--- config.mk ---
export PLATFORM = sky130hd
export DESIGN_NAME = lsu_lane_unit
export DESIGN_NICKNAME = d
export VERILOG_FILES = /design/src/rtl/lsu_pkg.sv /design/src/rtl/lsu_load_align.sv /design/src/rtl/lsu_store_align.sv /design/src/rtl/lsu_pend_slot.sv /design/src/rtl/lsu_lane_unit.sv
export SDC_FILE = /design/constraint.sdc
export NUM_CORES = 1
export LEC_CHECK = 0
export CAP_MARGIN = 10
export CORE_MARGIN = 5
export CORE_UTILIZATION = 45
export CTS_BUF_LIST = sky130_fd_sc_hd__clkbuf_4 sky130_fd_sc_hd__clkbuf_8 sky130_fd_sc_hd__clkbuf_16
export DETAILED_ROUTE_END_ITERATION = 10
export PLACE_DENSITY = 0.83
export REMOVE_ABC_BUFFERS = 1
export SKIP_CTS_REPAIR_TIMING = 1
export SLEW_MARGIN = 20
export SYNTH_ARGS = -nofsm -noshare
export SYNTH_HDL_FRONTEND = slang
export SYNTH_HIERARCHICAL = 1
export SYNTH_SLANG_ARGS = --single-unit
export TNS_END_PERCENT = 5
--- constraint.sdc ---
create_clock -name clk_i -period 8.3 [get_ports clk_i]
set_clock_uncertainty 0.05 [all_clocks]
set_input_delay 1.66 -clock clk_i [delete_from_list [all_inputs] [get_ports clk_i]]
set_output_delay 1.66 -clock clk_i [all_outputs]
set_load 0.03 [all_outputs]
--- src/rtl/lsu_pkg.sv ---
package lsu_pkg;
  typedef enum logic [3:0] {
    LS_NONE = 4'd0,
    LS_LB   = 4'd1,
    LS_LBU  = 4'd2,
    LS_LH   = 4'd3,
    LS_LHU  = 4'd4,
    LS_LW   = 4'd5,
    LS_LWL  = 4'd6,
    LS_LWR  = 4'd7,
    LS_SB   = 4'd8,
    LS_SH   = 4'd9,
    LS_SW   = 4'd10,
    LS_SWL  = 4'd11,
    LS_SWR  = 4'd12
  } ls_op_e;

  function automatic logic op_is_load(ls_op_e op);
    return op inside {LS_LB, LS_LBU, LS_LH, LS_LHU, LS_LW, LS_LWL, LS_LWR};
  endfunction

  function automatic logic op_is_store(ls_op_e op);
    return op inside {LS_SB, LS_SH, LS_SW, LS_SWL, LS_SWR};
  endfunction
endpackage

--- src/rtl/lsu_load_align.sv ---
module lsu_load_align import lsu_pkg::*; #(
  parameter int XLEN = 32,
  localparam int NB = XLEN / 8,
  localparam int OFF_W = $clog2(NB),
  localparam int SH_W = $clog2(XLEN)
) (
  input  ls_op_e           op_i,
  input  logic [OFF_W-1:0] off_i,
  input  logic [XLEN-1:0]  mem_i,
  input  logic [XLEN-1:0]  old_i,
  output logic [XLEN-1:0]  res_o
);
  localparam logic [XLEN-1:0] ONES = '1;

  logic [SH_W-1:0] byte_sh, half_sh, rev_sh;
  logic [XLEN-1:0] byte_w, half_w;

  always_comb begin
    byte_sh = {off_i, 3'b000};
    half_sh = {off_i[OFF_W-1:1], 4'b0000};
    rev_sh  = {~off_i, 3'b000};
    byte_w  = mem_i >> byte_sh;
    half_w  = mem_i >> half_sh;
    unique case (op_i)
      LS_LB:   res_o = {{(XLEN-8){byte_w[7]}}, byte_w[7:0]};
      LS_LBU:  res_o = {{(XLEN-8){1'b0}}, byte_w[7:0]};
      LS_LH:   res_o = {{(XLEN-16){half_w[15]}}, half_w[15:0]};
      LS_LHU:  res_o = {{(XLEN-16){1'b0}}, half_w[15:0]};
      LS_LW:   res_o = mem_i;
      // memory fills from the top down to the addressed lane
      LS_LWL:  res_o = (mem_i << byte_sh) | (old_i & ~(ONES << byte_sh));
      // memory fills from the bottom up to the addressed lane
      LS_LWR:  res_o = (mem_i >> rev_sh) | (old_i & ~(ONES >> rev_sh));
      default: res_o = '0;
    endcase
  end
endmodule

--- src/rtl/lsu_store_align.sv ---
module lsu_store_align import lsu_pkg::*; #(
  parameter int XLEN = 32,
  localparam int NB = XLEN / 8,
  localparam int OFF_W = $clog2(NB),
  localparam int SH_W = $clog2(XLEN)
) (
  input  ls_op_e           op_i,
  input  logic [OFF_W-1:0] off_i,
  input  logic [XLEN-1:0]  rt_i,
  input  logic [XLEN-1:0]  mem_i,
  output logic [XLEN-1:0]  wdata_o,
  output logic [NB-1:0]    be_o
);
  localparam logic [XLEN-1:0] ONES = '1;
  localparam logic [NB-1:0] BE_ONE = {{(NB-1){1'b0}}, 1'b1};
  localparam logic [NB-1:0] BE_TWO = {{(NB-2){1'b0}}, 2'b11};

  logic [SH_W-1:0] byte_sh, rev_sh;
  logic [OFF_W-1:0] half_off;

  always_comb begin
    byte_sh  = {off_i, 3'b000};
    rev_sh   = {~off_i, 3'b000};
    half_off = {off_i[OFF_W-1:1], 1'b0};
    be_o     = '1;
    unique case (op_i)
      LS_SB: begin
        wdata_o = {NB{rt_i[7:0]}};
        be_o    = BE_ONE << off_i;
      end
      LS_SH: begin
        wdata_o = {(NB/2){rt_i[15:0]}};
        be_o    = BE_TWO << half_off;
      end
      LS_SW:   wdata_o = rt_i;
      LS_SWL:  wdata_o = (rt_i >> byte_sh) | (mem_i & ~(ONES >> byte_sh));
      LS_SWR:  wdata_o = (rt_i << rev_sh) | (mem_i & ~(ONES << rev_sh));
      default: begin
        wdata_o = '0;
        be_o    = '0;
      end
    endcase
  end
endmodule

--- src/rtl/lsu_pend_slot.sv ---
module lsu_pend_slot #(
  parameter int XLEN = 32,
  parameter int RIDX_W = 5
) (
  input  logic              clk_i,
  input  logic              rst_ni,
  input  logic              step_i,
  input  logic              load_i,
  input  logic [RIDX_W-1:0] idx_i,
  input  logic [XLEN-1:0]   data_i,
  output logic              valid_o,
  output logic [RIDX_W-1:0] idx_o,
  output logic [XLEN-1:0]   data_o
);
  always_ff @(posedge clk_i or negedge rst_ni) begin
    if (!rst_ni) begin
      valid_o <= 1'b0;
      idx_o   <= '0;
      data_o  <= '0;
    end else if (step_i) begin
      valid_o <= load_i;
      idx_o   <= idx_i;
      data_o  <= data_i;
    end
  end
endmodule

--- src/rtl/lsu_lane_unit.sv ---
module lsu_lane_unit import lsu_pkg::*; #(
  parameter int XLEN = 32,
  parameter int RIDX_W = 5,
  localparam int NB = XLEN / 8,
  localparam int OFF_W = $clog2(NB)
) (
  input  logic              clk_i,
  input  logic              rst_ni,
  input  logic              valid_i,
  input  logic [3:0]        op_i,
  input  logic              exc_i,
  input  logic [XLEN-1:0]   addr_i,
  input  logic [RIDX_W-1:0] rt_idx_i,
  input  logic [XLEN-1:0]   rt_val_i,
  input  logic [XLEN-1:0]   mem_rdata_i,
  output logic [XLEN-1:0]   mem_wdata_o,
  output logic [NB-1:0]     mem_be_o,
  output logic              mem_we_o,
  output logic [XLEN-1:0]   load_data_o,
  output logic              addr_err_o,
  output logic [XLEN-1:0]   bad_addr_o,
  output logic              wb_en_o,
  output logic [RIDX_W-1:0] wb_idx_o,
  output logic [XLEN-1:0]   wb_data_o,
  output logic              pend_valid_o,
  output logic [RIDX_W-1:0] pend_idx_o,
  output logic [XLEN-1:0]   pend_data_o
);
  ls_op_e           op;
  logic [OFF_W-1:0] off;
  logic             misal, half_op, word_op, new_load;
  logic [XLEN-1:0]  old_val, st_data;
  logic [NB-1:0]    st_be;

  assign op      = ls_op_e'(op_i);
  assign off     = addr_i[OFF_W-1:0];
  assign half_op = op inside {LS_LH, LS_LHU, LS_SH};
  assign word_op = op inside {LS_LW, LS_SW};
  assign misal   = (half_op && addr_i[0]) || (word_op && (off != '0));

  assign addr_err_o = valid_i && misal;
  assign bad_addr_o = addr_err_o ? addr_i : '0;

  // merge base follows the in-flight load when it targets the same register
  assign old_val = (pend_valid_o && (pend_idx_o == rt_idx_i)) ? pend_data_o : rt_val_i;

  lsu_load_align #(.XLEN(XLEN)) i_load_align (
    .op_i  (op),
    .off_i (off),
    .mem_i (mem_rdata_i),
    .old_i (old_val),
    .res_o (load_data_o)
  );

  lsu_store_align #(.XLEN(XLEN)) i_store_align (
    .op_i    (op),
    .off_i   (off),
    .rt_i    (rt_val_i),
    .mem_i   (mem_rdata_i),
    .wdata_o (st_data),
    .be_o    (st_be)
  );

  assign mem_we_o    = valid_i && op_is_store(op) && !misal && !exc_i;
  assign mem_wdata_o = mem_we_o ? st_data : '0;
  assign mem_be_o    = mem_we_o ? st_be : '0;

  assign new_load = op_is_load(op) && !misal && !exc_i;

  lsu_pend_slot #(.XLEN(XLEN), .RIDX_W(RIDX_W)) i_pend_slot (
    .clk_i   (clk_i),
    .rst_ni  (rst_ni),
    .step_i  (valid_i),
    .load_i  (new_load),
    .idx_i   (rt_idx_i),
    .data_i  (load_data_o),
    .valid_o (pend_valid_o),
    .idx_o   (pend_idx_o),
    .data_o  (pend_data_o)
  );

  // register 0 is never written back
  assign wb_en_o   = valid_i && pend_valid_o && (pend_idx_o != '0);
  assign wb_idx_o  = pend_idx_o;
  assign wb_data_o = pend_data_o;
endmodule

==> out/summary.txt, run 1 <==
status: complete, no violations
final setup margin: 1.385 ns
Critical path origin: rt_idx_i[3]
Setup violations, final: 0
first-pass GRT wire length: 43.60 mm
fin util: 63.25%
DRC violations left: 0
CTS root buffer: clkbuf_16
worst-case reg-to-reg path depth: 8
reg2reg start: i_pend_slot/idx_o[3]
Peak VDD IR: 0.1303 mV
synthesized area: 7068 sq um
WHS: 0.5144 ns
Min-Delay Path Class: reg2reg
CTS Buffer Depth: 2
drt first pass iters: 7
hold endpoint: i_pend_slot/data_o[1]
WHS Path Cells: 1
Tmin final: 6.915 ns
die height: 135.3 um
Final period util: 83.31%
Worst slew margin: 33.00%
area delta synth->final: 37.05%
GP Congestion: 0.9125
Worst-path clk slew: 0.06 ns
ANT nets after route: 0
P_int: 0.5997 mW
# rows: 45
DRT iter0 DRCs: 836
Async SR Flop Fraction: 100.0%
met2 WL post-DR: 13.43 mm
Ant. Diodes: 0
total core area: 15310 sq um
met3 wire len: 3.209 mm
Fmax: 144.6 MHz
synth top area cells: dfrtp_1 (13%), mux2_2 (13%), mux2i_1 (8.5%)
combinational power share: 58.0%
CP max FO: 30
vias: 7741
worst setup path class: in2out
NetSw: 0.4404 mW
post-synth cell types: 66
EDFF count, synth: 0
hold_sp: i_pend_slot/data_o[1]
r2r setup slk: 4.97 ns
Seq cells post-synth: 38
switching share of power: 42.35%
post-DR wirelength/cell: 22.89 um
Lkg Pwr: 3.833 nW
wire length on met1: 11.03 mm
Reg power frac: 22.2%
Seq/Total Area, Yosys: 13.45%
Reg2Reg Capture Point: i_pend_slot/data_o[9]
Worst setup EP type: output pin
RSZ-0062 raised after global routing: no
Power Density: 107.4 nW/um^2
Setup TNS: 0 ns
DIE AREA: 18310 sq um
CTS tree: yes
largest area contributor in the netlist: dfrtp_1
Clk pwr share: 19.9%
NumNets Final: 1137
Worst Path Arrival: 5.20 ns
Top Layer Used: met4
vias in the first global route: 7462
YS warnings: 6
Post-synth top flop: dfrtp_1
Clk Latency, worst-skew pair: 0.29 ns
die width: 135.3 um
Post-Synthesis Cells: 831
final hold vios: 0
total power: 1.040 mW
Max Slew Vio Count: 0
Synth Area per Inst: 8.505 sq um
max_cap viols: 0
CTS Buf Count: 5
# clock sinks: 38
post-DP HPWL: 19.76 mm
gr usage total: 29.74%
Synth top area share: 13.45%
final wirelength: 28.38 mm
Worst setup SP type: input pin
CP Data Required Time: 6.59 ns
initial antenna violation count: 0
largest net degree at the start of global routing: 103
I/O Buffers: 286
GRT overflow: 0
H-tree lvl count: 2
vias per inst: 6.243
Slew @ Worst Pin: 0.9996 ns
I/O pin cnt: 287
layout cells sized above 1: 17.20%
pre-CTS setup slack: 1.429 ns
initial core utilization: 46.15%
==> routing by layer <==
metal  track usage, %  up-vias
li1                 -     3487
met1            37.85     3736
met2            49.83      475
met3            8.210       43
met4            7.727        0
met5                0        -
==> critical path: stages <==
cell             delay [ns]
clkdlybuf4s50_1        0.45
xor2_1                 0.18
nor4_1                 0.24
and3_2                 0.81
mux2_2                 0.43
mux4_2                 0.46
a22oi_1                0.16
nand3_1                0.13
clkdlybuf4s50_1        0.66
==> logic make-up (layout without fill, tap and decap cells) <==
family / Yosys count / count (layout) / synth area share [%]
XOR/XNOR: 6 / 6 / 0.7435
AO/OA/AOI/OAI: 214 / 214 / 21.17
buffers and inverters: 126 / 324 / 11.86
multiplexers: 198 / 198 / 35.74
flip-flops: 38 / 38 / 13.45
AND/OR/NAND/NOR: 249 / 249 / 17.03
==> per-stage QoR <==
stage | std cells | instance area, sq um
3_5_place_dp | 1232 | 9533
2_1_floorplan | 719 | 6282
3_3_place_gp | 1232 | 9533
4_1_cts | 1240 | 9684
5_1_grt | 1240 | 9687
6_report | 1240 | 9687
==> placed cells by master, fill, tap and decap left out, types with 34 or more instances in the layout <==
master	netlist	layout
nand2_1	96	96
nor2_1	49	49
and2_1	40	40
clkdlybuf4s50_1	0	280
a22oi_1	36	36
o21ai_0	59	59
mux2i_1	60	60
a21oi_1	34	34
dfrtp_1	38	38
mux2_2	82	82
==> sequential cells by signal, summed over array words and instances (netlist names) <==
| name | cells |
|---|---|
| i_pend_slot/data_o | 32 |
| i_pend_slot/idx_o | 5 |
| i_pend_slot/valid_o | 1 |
==> worst max-delay path by stage <==
stage	endpoint	depth (start not counted)	slack [ns]
floorplan	load_data_o[10]	7	2.30
detailed placement	load_data_o[8]	9	1.43
global placement	load_data_o[12]	9	1.50
finish	load_data_o[9]	9	1.39
global route	load_data_o[21]	9	1.20
CTS	load_data_o[16]	9	1.41
==> synthesized netlist by cell type, drive strengths merged, types with 3 or more instances <==
cell type  number
mux2          113
buf            96
nand2          96
mux2i          60
o21ai          60
nor2           51
and2           41
dfrtp          38
a22oi          36
a21oi          34
mux4           25
nand3          25
a222oi         17
clkbuf         16
inv            13
nor2b          11
o211ai         11
a32oi           9
o22ai           8
a221o           6
a211oi          5
a221oi          4
a2bb2oi         4
nand2b          4
o2bb2ai         4
xor2            4
nor3            3
nor4b           3
==> power by group through the flow <==
stage	Clock (mW)	Combinational (mW)	Sequential (mW)
detailed placement	0	0.598	0.233
global placement	0	0.590	0.233
CTS	0.212	0.600	0.230
floorplan	0	0.227	0.312
global route	0.217	0.638	0.235
finish	0.207	0.603	0.230
==> area by class of cell <==
| class | count | area, sq um |
|---|---|---|
| fill | 1348 | 5628 |
| multi-input combinational | 667 | 5280 |
| timing repair buffer | 302 | 2988 |
| sequential | 38 | 950.9 |
| tap | 211 | 264.0 |
| clock buffer | 7 | 146.4 |
| inverter | 14 | 52.55 |
| clock inverter | 1 | 5.005 |
No activity file was read; power rests on OpenSTA's default activity.
==> run 2, diff against run 1 <==
Settings changed: CORE_UTILIZATION 45 to 41, PLACE_DENSITY 0.83 to 0.8.
Clock period 8.3 ns to 6.2 ns, I/O delays scaled along.
==> out/summary.txt, run 2 (same netlist as run 1, synthesis figures left out) <==
Clk Latency, worst-skew pair: 0.29 ns (about the same)
Final period util: 92.23%
CP Data Required Time: 4.91 ns (was 6.59 ns)
Slowest-stage cell, CP: clkdlybuf4s50_1 (was and3_2)
Tmin final: 5.719 ns
area delta synth->final: 39.09% (was 37.05%)
Multi-input gate area: 5279 sq um (was 5280 sq um)
Lkg Pwr: 3.936 nW (was 3.833 nW)
CTS root buffer: clkbuf_16 (unchanged)
drt first pass iters: 6 (was 7)
H-tree lvl count: 2 (unchanged)
vias: 7822 (was 7741)
Setup TNS: 0 ns (unchanged)
DRT iter0 DRCs: 885 (was 836)
gr usage total: 27.41% (was 29.74%)
max_cap viols: 0 (unchanged)
ANT nets after route: 0 (unchanged)
# rows: 48 (was 45)
status: complete, no violations (unchanged)
die width: 141.3 um (was 135.3 um)
I/O pin cnt: 287 (unchanged)
max FFs per register: 32 (unchanged)
initial core utilization: 41.29% (was 46.15%)
commonest non-fill, non-tap cell in the layout: clkdlybuf4s50_1 (unchanged)
layout cells sized above 1: 19.27% (was 17.20%)
worst setup path class: in2out (unchanged)
Worst setup EP type: output pin (unchanged)
Worst-path clk slew: 0.07 ns (was 0.06 ns)
vias per inst: 6.169 (was 6.243)
CTS Buffer Depth: 2 (unchanged)
GP Congestion: 0.8849 (was 0.9125)
DIE AREA: 19960 sq um (was 18310 sq um)
GRT overflow: 0 (unchanged)
total core area: 17120 sq um (was 15310 sq um)
worst-path cell chain: clkdlybuf4s50_1 -> xor2_1 -> nor4_1 -> and3_1 -> buf_12 -> mux2_2 -> mux4_2 -> a32oi_1 -> nand4_1 -> clkdlybuf4s50_1 (was clkdlybuf4s50_1 -> xor2_1 -> nor4_1 -> and3_2 -> mux2_2 -> mux4_2 -> a22oi_1 -> nand3_1 -> clkdlybuf4s50_1)
commonest cells after routing, fill and taps aside: clkdlybuf4s50_1 (269), nand2_1 (96), mux2_2 (82) (was clkdlybuf4s50_1 (280), nand2_1 (96), mux2_2 (82))
Max stage delay on crit path: 0.65 ns (was 0.81 ns)
Power Density: 143.1 nW/um^2 (was 107.4 nW/um^2)
Min-Delay Path Class: reg2reg (unchanged)
CP dominant cell by count: clkdlybuf4s50_1 (unchanged)
post-DR wirelength/cell: 22.54 um (was 22.89 um)
RSZ-0062 raised after global routing: no (unchanged)
Worst setup SP type: input pin (unchanged)
NumNets Final: 1151 (was 1137)
initial antenna violation count: 0 (unchanged)
final hold vios: 0 (unchanged)
Filler cells: 1513 (was 1348)
register area: 950.9 sq um (unchanged)
Most flops, register: i_pend_slot/data_o (unchanged)
Crit path max-delay family: buffers and inverters (was simple AND/OR/NAND/NOR gates)
Setup violations, final: 0 (unchanged)
CP bufs+invs: 3 (was 2)
die height: 141.3 um (was 135.3 um)
final setup margin: 0.4815 ns (was 1.385 ns)
Worst Path Arrival: 4.43 ns (was 5.20 ns)
final wirelength: 28.58 mm (was 28.38 mm)
Ant. Diodes: 0 (unchanged)
CTS tree: yes (unchanged)
CP max FO: 32 (was 30)
Worst slew margin: 39.84% (was 33.00%)
Fmax: 174.9 MHz
Peak VDD IR: 0.1051 mV (was 0.1303 mV)
I/O Buffers: 286 (unchanged)
largest net degree at the start of global routing: 60 (was 103)
CTS Buf Count: 5 (unchanged)
pre-CTS setup slack: 0.4944 ns (was 1.429 ns)
Slew @ Worst Pin: 0.9015 ns (was 0.9996 ns)
DRC violations left: 0 (unchanged)
# clock sinks: 38 (unchanged)
vias in the first global route: 7608 (was 7462)
first-pass GRT wire length: 43.75 mm (was 43.60 mm)
post-DP HPWL: 20.22 mm (was 19.76 mm)
Largest regs: i_pend_slot/data_o x32, i_pend_slot/idx_o x5, i_pend_slot/valid_o x1 (unchanged)
WHS: 0.5101 ns (was 0.5144 ns)
Max Slew Vio Count: 0 (unchanged)
==> run 2: final cells by class <==
class	count	area share (%)
flip-flops and latches	38	9.673
well taps	225	2.864
inverters	14	0.5346
clock buffers	7	1.489
clock inverters	1	0.05091
multi-input cells	667	53.70
repair buffers	316	31.69
==> run 2: path summary, 6_finish.rpt <==
| kind | endpoint | from | cells past startpoint | slack (ns) |
|---|---|---|---|---|
| setup / recovery | load_data_o[10] | rt_idx_i[3] | 10 | 0.48 |
| hold / removal | i_pend_slot/data_o[2] | i_pend_slot/data_o[2] | 1 | 0.51 |
| setup reg to reg | i_pend_slot/data_o[13] | i_pend_slot/idx_o[3] | 9 | 3.20 |
| min in group asynchronous | i_pend_slot/data_o[0] | rst_ni | 1 | 0.90 |
| max in group asynchronous | i_pend_slot/data_o[15] | rst_ni | 1 | 4.80 |
| hold reg to reg | i_pend_slot/data_o[2] | i_pend_slot/data_o[2] | 1 | 0.51 |
==> run 2: routing by layer <==
metal / vias up / GRT usage, % / routed length (um)
met5: - / 0 / 0
met4: 0 / 9.485 / 910
met3: 65 / 8.190 / 3303
met2: 500 / 43.62 / 13190
met1: 3732 / 35.45 / 11170
li1: 3525 / - / -
==> run 2: worst register-to-register path: cells and delay by family, from the launching register on <==
family	cells	cell delay, ns
xor gates and xnor gates	1	0.16
DFF	1	0.43
and+or+nand+nor	3	0.67
muxes	3	1.18
buffers and inverters	1	0.25
AOI/OAI and AO/OA	1	0.16
==> run 2: power by group <==
group	internal, mW	total, mW	leakage (nW)	switching [mW]
Combinational	0.367	0.812	3.36	0.446
Sequential	0.276	0.308	0.496	0.0322
Clock	0.165	0.287	0.0773	0.122
Total	0.807	1.41	3.94	0.600
==> run 2: through the flow <==
| stage | util (%) | cells | power, mW | cell area, sq um |
|---|---|---|---|---|
| after floorplan | - | 719 | 0.7211 | 6282 |
| after global placement | 56.54 | 1260 | 1.107 | 9677 |
| after CTS | 57.42 | 1268 | 1.412 | 9828 |
| final | 57.43 | 1268 | 1.407 | 9831 |
| after global routing | 57.43 | 1268 | 1.479 | 9831 |
| after detailed placement | 56.54 | 1260 | 1.117 | 9677 |
==> run 3, diff against run 2 <==
Settings changed: CORE_UTILIZATION 41 to 45, PLACE_DENSITY 0.8 to 0.83.
Clock period 6.2 ns to 5.4 ns, I/O delays scaled along.
==> out/summary.txt, run 3 (same netlist as run 1, synthesis figures left out) <==
GP Congestion: 0.8883 (was 0.8849)
post-DP HPWL: 20.06 mm (was 20.22 mm)
CTS Buf Count: 5 (unchanged)
worst setup path class: in2out (unchanged)
initial antenna violation count: 0 (unchanged)
vias in the first global route: 7622 (was 7608)
first-pass GRT wire length: 43.61 mm (was 43.75 mm)
CP Data Required Time: 4.27 ns (was 4.91 ns)
vias: 7948 (was 7822)
DRT iter0 DRCs: 911 (was 885)
Clk Latency, worst-skew pair: 0.30 ns (was 0.29 ns)
commonest non-fill, non-tap cell in the layout: clkdlybuf4s50_1 (unchanged)
ANT nets after route: 0 (unchanged)
WHS Path Cells: 1 (unchanged)
final wirelength: 28.42 mm (was 28.58 mm)
max_cap viols: 0 (unchanged)
DRC violations left: 0 (unchanged)
H-tree lvl count: 2 (unchanged)
WHS: 0.5110 ns (was 0.5101 ns)
I/O Buffers: 286 (unchanged)
gr usage total: 29.62% (was 27.41%)
hold endpoint: i_pend_slot/data_o[2] (unchanged)
die height: 135.3 um (was 141.3 um)
Power Density: 167.8 nW/um^2 (was 143.1 nW/um^2)
Tmin final: 5.170 ns
Fmax: 193.4 MHz
die width: 135.3 um (was 141.3 um)
total core area: 15310 sq um (was 17120 sq um)
Setup violations, final: 0 (unchanged)
r2r setup slk: 2.23 ns (was 3.20 ns)
CTS tree: yes (unchanged)
# clock sinks: 38 (unchanged)
Peak VDD IR: 0.1099 mV (was 0.1051 mV)
Min-Delay Path Class: reg2reg (unchanged)
initial core utilization: 46.15% (was 41.29%)
GRT overflow: 0 (unchanged)
Max Slew Vio Count: 0 (unchanged)
final hold vios: 0 (unchanged)
Worst slew margin: 19.24% (was 39.84%)
Final period util: 95.74%
# rows: 45 (was 48)
RSZ-0062 raised after global routing: no (unchanged)
Lkg Pwr: 4.230 nW (was 3.936 nW)
Slew @ Worst Pin: 1.209 ns (was 0.9015 ns)
NumNets Final: 1149 (was 1151)
worst-case reg-to-reg path depth: 10 (was 9)
largest net degree at the start of global routing: 106 (was 60)
CTS Buffer Depth: 2 (unchanged)
Worst setup EP type: output pin (unchanged)
Worst Path Arrival: 4.04 ns (was 4.43 ns)
max FFs per register: 32 (unchanged)
layout cells sized above 1: 23.05% (was 19.27%)
commonest cells after routing, fill and taps aside: clkdlybuf4s50_1 (216), nand2_1 (96), mux2_2 (82) (was clkdlybuf4s50_1 (269), nand2_1 (96), mux2_2 (82))
Ant. Diodes: 0 (unchanged)
fin util: 64.11% (was 57.43%)
CP max FO: 25 (was 32)
drt first pass iters: 6 (unchanged)
vias per inst: 6.348 (was 6.169)
Most flops, register: i_pend_slot/data_o (unchanged)
status: complete, no violations (unchanged)
Largest regs: i_pend_slot/data_o x32, i_pend_slot/idx_o x5, i_pend_slot/valid_o x1 (unchanged)
post-DR wirelength/cell: 22.70 um (was 22.54 um)
area delta synth->final: 38.91% (was 39.09%)
Worst-path clk slew: 0.06 ns (was 0.07 ns)
Worst setup SP type: input pin (unchanged)
CTS root buffer: clkbuf_16 (unchanged)
I/O pin cnt: 287 (unchanged)
Reg2Reg Capture Point: i_pend_slot/data_o[23] (was i_pend_slot/data_o[13])
hold_sp: i_pend_slot/data_o[2] (unchanged)
DIE AREA: 18310 sq um (was 19960 sq um)
reg2reg start: i_pend_slot/idx_o[3] (unchanged)
-- run 3: changes by cell type in the layout (fill, tap and decap cells not counted), sizes merged --
cell,previous run,this run
dlymetal6s2s,0,13
clkbuf,7,5
clkinv,2,3
bufinv,0,1
buf,47,85
clkdlybuf4s50,269,216
-- run 3: critical path: stages --
cell and delay (ns):
clkdlybuf4s50_1 0.44, xor2_1 0.18, nor4_1 0.32, and3_2 0.27, buf_12 0.21, buf_4 0.21
mux2_2 0.36, mux4_2 0.47, a22oi_1 0.17, nand3_1 0.14, buf_4 0.20
-- run 3: power by group --
part	switching, mW	internal (mW)	leakage [nW]
clock network	0.142	0.217	0.0836
registers	0.0374	0.317	0.496
logic	0.514	0.421	3.65
-- run 3: worst max path at each step --
stage	startpoint	endpoint	slack (ns)	cells after the start
4_1_cts	rt_idx_i[0]	load_data_o[12]	-0.05	10
5_1_grt	rt_idx_i[3]	load_data_o[23]	0.05	11
6_report	rt_idx_i[3]	load_data_o[23]	0.23	11
3_3_place_gp	rt_idx_i[3]	load_data_o[16]	0.10	10
2_1_floorplan	rt_idx_i[3]	load_data_o[10]	0.56	7
3_5_place_dp	rt_idx_i[0]	load_data_o[12]	-0.03	10
-- run 3: metrics by stage --
step / instances / instance area [sq um] / setup TNS [ns] / power (mW) / worst slack (ns)
floorplan: 719 / 6282 / 0 / 0.8279 / 0.5576
CTS: 1251 / 9766 / -0.1702 / 1.650 / -0.05149
finish: 1252 / 9818 / 0 / 1.648 / 0.2302
global route: 1252 / 9818 / 0 / 1.721 / 0.05151
global placement: 1243 / 9600 / 0 / 1.271 / 0.1019
detailed placement: 1243 / 9600 / -0.07713 / 1.284 / -0.03247
-- run 3: cell type report --
| type | count | area, sq um |
|---|---|---|
| tap | 211 | 264.0 |
| timing repair buffer | 314 | 3105 |
| clock buffer | 5 | 125.1 |
| inverter | 14 | 52.55 |
| fill | 1333 | 5497 |
| multi-input combinational | 667 | 5280 |
| clock inverter | 3 | 40.04 |
| sequential | 38 | 950.9 |
-- run 3: layer usage --
layer | share of wire (%) | track usage [%] | wire (um) | up-vias
met3 | 11 | 7.467 | 3181 | 86
li1 | - | - | - | 3505
met5 | 0 | 0 | 0 | -
met4 | 3.9 | 11.65 | 1103 | 0
met1 | 39 | 38.85 | 11150 | 3793
met2 | 46 | 46.79 | 12990 | 564
